### src/rtl/dqpsk_pkg.sv
package dqpsk_pkg;
    localparam int SYM_W = 2;   // bits per symbol
    localparam int PH_W  = 2;   // quarter-turn phase counter
    localparam int CAR_W = 2;   // carrier divider width, period 2**CAR_W

    typedef logic [SYM_W-1:0] dibit_t;
    typedef logic [PH_W-1:0]  phase_t;
    typedef logic [CAR_W-1:0] car_cnt_t;

    typedef struct packed {
        logic   half;
        logic   msb;
        logic   stb;
        dibit_t dibit;
    } pair_state_t;
endpackage

### src/rtl/dqpsk_bit_pairer.sv
module dqpsk_bit_pairer
    import dqpsk_pkg::*;
(
    input  logic   clk,
    input  logic   rst,
    input  logic   bit_i,
    input  logic   bit_vld_i,
    output logic   stb_o,
    output dibit_t dibit_o
);
    pair_state_t st_d, st_q;

    always_comb begin
        st_d     = st_q;
        st_d.stb = 1'b0;
        if (bit_vld_i) begin
            if (!st_q.half) begin
                st_d.half = 1'b1;
                st_d.msb  = bit_i;
            end else begin
                st_d.half  = 1'b0;
                st_d.stb   = 1'b1;
                st_d.dibit = {st_q.msb, bit_i};
            end
        end
    end

    always_ff @(posedge clk) begin
        if (rst) st_q <= '0;
        else     st_q <= st_d;
    end

    assign stb_o   = st_q.stb;
    assign dibit_o = st_q.dibit;

    AST_STB_SINGLE: assert property (@(posedge clk) disable iff (rst)
        st_q.stb |=> !st_q.stb);
    AST_PAIR_CLEARED: assert property (@(posedge clk)
        rst |=> (!st_q.stb && !st_q.half));
endmodule

### src/rtl/dqpsk_phase_map.sv
module dqpsk_phase_map
    import dqpsk_pkg::*;
(
    input  logic   clk,
    input  logic   rst,
    input  logic   stb_i,
    input  dibit_t dibit_i,
    output logic   i_sign_o,
    output logic   q_sign_o
);
    phase_t ph_d, ph_q;

    // Natural-binary increment: the dibit value is the number of quarter turns.
    always_comb begin
        ph_d = ph_q;
        if (stb_i) ph_d = ph_q + phase_t'(dibit_i);
    end

    always_ff @(posedge clk) begin
        if (rst) ph_q <= '0;
        else     ph_q <= ph_d;
    end

    // 0:(0,0) 1:(1,0) 2:(1,1) 3:(0,1)
    assign i_sign_o = ph_q[1] ^ ph_q[0];
    assign q_sign_o = ph_q[1];

    AST_PHASE_HOLD: assert property (@(posedge clk) disable iff (rst)
        !stb_i |=> $stable(ph_q));
    AST_ZERO_STEP: assert property (@(posedge clk) disable iff (rst)
        (stb_i && dibit_i == 2'b00) |=> ($stable(i_sign_o) && $stable(q_sign_o)));
    AST_HALF_TURN: assert property (@(posedge clk) disable iff (rst)
        (stb_i && dibit_i == 2'b10) |=>
        (i_sign_o != $past(i_sign_o) && q_sign_o != $past(q_sign_o)));
    AST_PHASE_CLEARED: assert property (@(posedge clk)
        rst |=> (!i_sign_o && !q_sign_o));
endmodule

### src/rtl/dqpsk_carrier_gen.sv
module dqpsk_carrier_gen
    import dqpsk_pkg::*;
(
    input  logic clk,
    input  logic rst,
    output logic i_car_o,
    output logic q_car_o
);
    car_cnt_t cnt_d, cnt_q;

    always_comb cnt_d = cnt_q + car_cnt_t'(1);

    always_ff @(posedge clk) begin
        if (rst) cnt_q <= '0;
        else     cnt_q <= cnt_d;
    end

    // In-phase: high for the upper half of the count.
    // Quadrature: the in-phase value of the previous count.
    assign i_car_o = cnt_q[CAR_W-1];
    assign q_car_o = ~(cnt_q[CAR_W-1] ^ cnt_q[CAR_W-2]);

    // Checker state: previous in-phase value, armed once reset is released.
    logic prev_i_q, armed_q;
    always_ff @(posedge clk) begin
        prev_i_q <= i_car_o;
        armed_q  <= !rst;
    end

    AST_Q_LAGS_I: assert property (@(posedge clk) disable iff (rst)
        armed_q |-> (q_car_o == prev_i_q));
endmodule

### src/rtl/dqpsk_mod.sv
module dqpsk_mod
    import dqpsk_pkg::*;
(
    input  logic       clk,
    input  logic       rst,
    input  logic       bit_i,
    input  logic       bit_vld_i,
    output logic       sym_stb_o,
    output logic [1:0] sym_dibit_o,
    output logic       i_sign_o,
    output logic       q_sign_o,
    output logic       i_carrier_o,
    output logic       q_carrier_o
);
    logic   stb;
    dibit_t dibit;
    logic   i_car, q_car;

    dqpsk_bit_pairer u_pair (
        .clk(clk), .rst(rst), .bit_i(bit_i), .bit_vld_i(bit_vld_i),
        .stb_o(stb), .dibit_o(dibit)
    );

    dqpsk_phase_map u_phase (
        .clk(clk), .rst(rst), .stb_i(stb), .dibit_i(dibit),
        .i_sign_o(i_sign_o), .q_sign_o(q_sign_o)
    );

    dqpsk_carrier_gen u_car (
        .clk(clk), .rst(rst), .i_car_o(i_car), .q_car_o(q_car)
    );

    assign sym_stb_o   = stb;
    assign sym_dibit_o = dibit;
    assign i_carrier_o = i_car ^ i_sign_o;
    assign q_carrier_o = q_car ^ q_sign_o;
endmodule

### config.mk
export PLATFORM = sky130hd
export DESIGN_NAME = dqpsk_mod
export DESIGN_NICKNAME = d
export VERILOG_FILES = /design/src/rtl/dqpsk_pkg.sv /design/src/rtl/dqpsk_bit_pairer.sv /design/src/rtl/dqpsk_phase_map.sv /design/src/rtl/dqpsk_carrier_gen.sv /design/src/rtl/dqpsk_mod.sv
export SDC_FILE = /design/constraint.sdc
export NUM_CORES = 1
export LEC_CHECK = 0
export ABC_AREA = 1
export BUFFER_PORTS_ARGS = -buffer_cell sky130_fd_sc_hd__buf_4
export CAP_MARGIN = 20
export CORE_AREA = 5 5 42 44
export CTS_CLUSTER_DIAMETER = 30
export DETAILED_ROUTE_END_ITERATION = 8
export DIE_AREA = 0 0 47 49
export PLACE_DENSITY = 0.51
export SETUP_SLACK_MARGIN = 0.02
export SYNTH_ARGS = -nofsm -noshare
export SYNTH_HDL_FRONTEND = slang
export SYNTH_SLANG_ARGS = --single-unit
export TNS_END_PERCENT = 10
### constraint.sdc
create_clock -name clk -period 2.5 [get_ports clk]
set_input_delay 0.25 -clock clk [delete_from_list [all_inputs] [get_ports clk]]
set_output_delay 0.25 -clock clk [all_outputs]
set_load 0.02 [all_outputs]
==> flow_summary.toml <==
[routing]
vias = 329
drc = 0
final_antenna_net_count = 0
initialDrtViolationCount = 3
dr.pass1.iters = 4
vias_per_cell = 4.33
wl_per_cell_um = 8.72
wl_um = 663

[timing]
slew_headroom = 0.848
timing.final.crit_period_ps = 1450
worstMarginPinSlew_ps = 226
rsz0062_at_grt = "false"
setup_violations = 0
slew_violations = 0
max_freq_mhz = 688
finalHoldWorstSlack_ps = 166
finalHoldViolations = 0
post-route-period-util = 0.581
fin_setup_tns_ps = 0
fin_skew_ps = 2.63

[clock_network]
ctsHtreeMaxLevel = 1
cts_resized = 0
cts_buffers = 3
post_cts_buffers = 0
cts_hold_repair.buffers = 0
clk_latency_ps = 250
clock-root-buffer = "clkbuf_4"
cts.sinks = 9
path_clk_slew_ps = 60
cts.path.max_buffers = 2
cts_tree = "built"

[yosys]
synth.area.mux_share = 0
yosys.area_share.simple = 0.202
avgSynthCellArea_sq_um = 8.00
synth_edf_count = 0
synthTopCellsByArea = "dfxtp_1 47%, nand2_1 8.8%, inv_1 6.8%"
syn_area_sq_um = 384
synth-main-ff-cell = "dfxtp_1"
synth-xor-area-share = 0.111
synth_top_area_frac = 0.469
synth_fp_nets = 53
seq_area_frac_synth = 0.469
ys_types = 13
yosys_warnings = 0
synth-compound-area-share = 0.0782
synthAdderAreaFrac = 0.0326
synth_common_cells = "9 x dfxtp_1, 9 x nand2_1, 7 x inv_1, 6 x nor2_1"
synth_top_family_by_area = "simple AND/OR/NAND/NOR gates"
netlist.top_cell.by_area = "dfxtp_1"
synth_async_sr_flop_share = 0
ys_seq_elements = 9
syn_inst = 48

[min_path]
min-delay-start = "rst"
whs_endpoint = "u_car.cnt_q[0]"
hold_class = "in2reg"
holdPathStages = 2

[worst_setup_path]
critPathCaptureType = "output port"
r2r_cells = 6
r2r_end = "u_phase.ph_q[1]"
crit_type = "reg2out"
crit_path_start_kind = "register"
reg2reg_from = "u_phase.ph_q[0]"
critPathArrivalTime_ps = 1200
rrSetupSlack_ps = 1480
path_max_fanout = 5
required_ps = 2250

[finish]
num_antenna_cells = 0
final_nets = 66
finalInstanceArea_sq_um = 490
syn_to_final_growth_pct = 27.7
fillers = 167
drive_gt1_frac = 0.233

[die]
start_util = 0.274
fp.dieW_um = 47
num_io_pins = 11
core_sq_um = 1400
die-area_sq_um = 2300
die-height_um = 49
rows = 14

[placed_design]
dp_hpwl_um = 538
routabilityCongestion = 0.669
io_buffers = 10
placed_area_sq_um = 464

[power_and_ir_drop]
max-vdd-ir-drop_v = 0.000242
p_leak_uw = 0.000244
p_per_area_nw_per_um2 = 632
power.total_uw = 310

[global_route]
track_usage = 0.0740
grt_start_max_net_pins = 6
overflow = 0
grt_pass1_wl_um = 1150
grt_pass1_vias = 300
grt_antenna_before_repair = 0

[run]
maxCapViolations = 0

[run_status]
status = "complete, no violations"
cells in the final DEF (no fill, tap or decap), drive strengths merged, types with 3 or more instances in the layout:
cell	synthesis	routed
nand3	3	3
xor2	3	3
a21oi	3	3
dfxtp	9	9
inv	7	7
clkbuf	0	4
buf	2	10
nor2	6	6
o21ai	3	3
nand2	9	9
cell families after synthesis:
group | Yosys count
buf+inv | 9
xor+xnor | 4
fa+ha+maj | 1
compound gates | 6
simple gates | 19
flops | 9
how the worst max path moves through the flow:
stage	start	to	slack, ps	depth (start not counted)
2_1_floorplan	u_phase.ph_q[1]	i_carrier_o	1010	2
3_3_place_gp	u_phase.ph_q[1]	i_carrier_o	1340	3
3_5_place_dp	u_phase.ph_q[1]	i_carrier_o	1310	3
4_1_cts	u_phase.ph_q[1]	i_carrier_o	1020	3
5_1_grt	u_phase.ph_q[1]	i_carrier_o	940	3
6_report	u_phase.ph_q[1]	i_carrier_o	1050	3
power breakdown:
group	leakage, uW	internal, uW	total (uW)	switching [uW]
clock	0.0000150	61.2	108	46.7
combinational	0.000155	20.7	44.9	24.2
sequential	0.0000738	151	157	6.21
metrics by stage:
step                setup slack (ps)  cells  utilization
floorplan                       1010     48            -
global placement                1340     72        0.331
detailed placement              1310     72        0.331
CTS                             1020     76        0.350
global route                     940     76        0.350
finish                          1050     76        0.350
critical path, cell delays in order (launching register included):
cell and delay [ps]:
dfxtp_1 440, xor2_2 190, xor2_1 160, buf_4 160
area by class of cell:
cell class	instances	area, sq um	share of cell area
multi-input cells	30	163	0.332
repair buffers	10	75.1	0.153
well taps	16	20.0	0.0408
inverters	7	26.3	0.0536
flip-flops and latches	9	180	0.367
clock buffers	4	26.3	0.0536
registers in the layout (all words and copies together), names as in the netlist:
register and count:
u_car.cnt_q 2, u_pair.dibit_o 2, u_pair.st_q 2, u_pair.stb_o 1, u_phase.ph_q 2
per-layer routing:
| layer | share of wire | vias up | global-route usage |
|---|---|---|---|
| met4 | 0.044 | 0 | 0.0829 |
| met5 | 0 | - | 0 |
| met1 | 0.46 | 143 | 0.0817 |
| li1 | - | 170 | - |
| met2 | 0.44 | 12 | 0.0928 |
| met3 | 0.059 | 4 | 0.0332 |
Note: power is estimated with default switching activity, not from simulation.
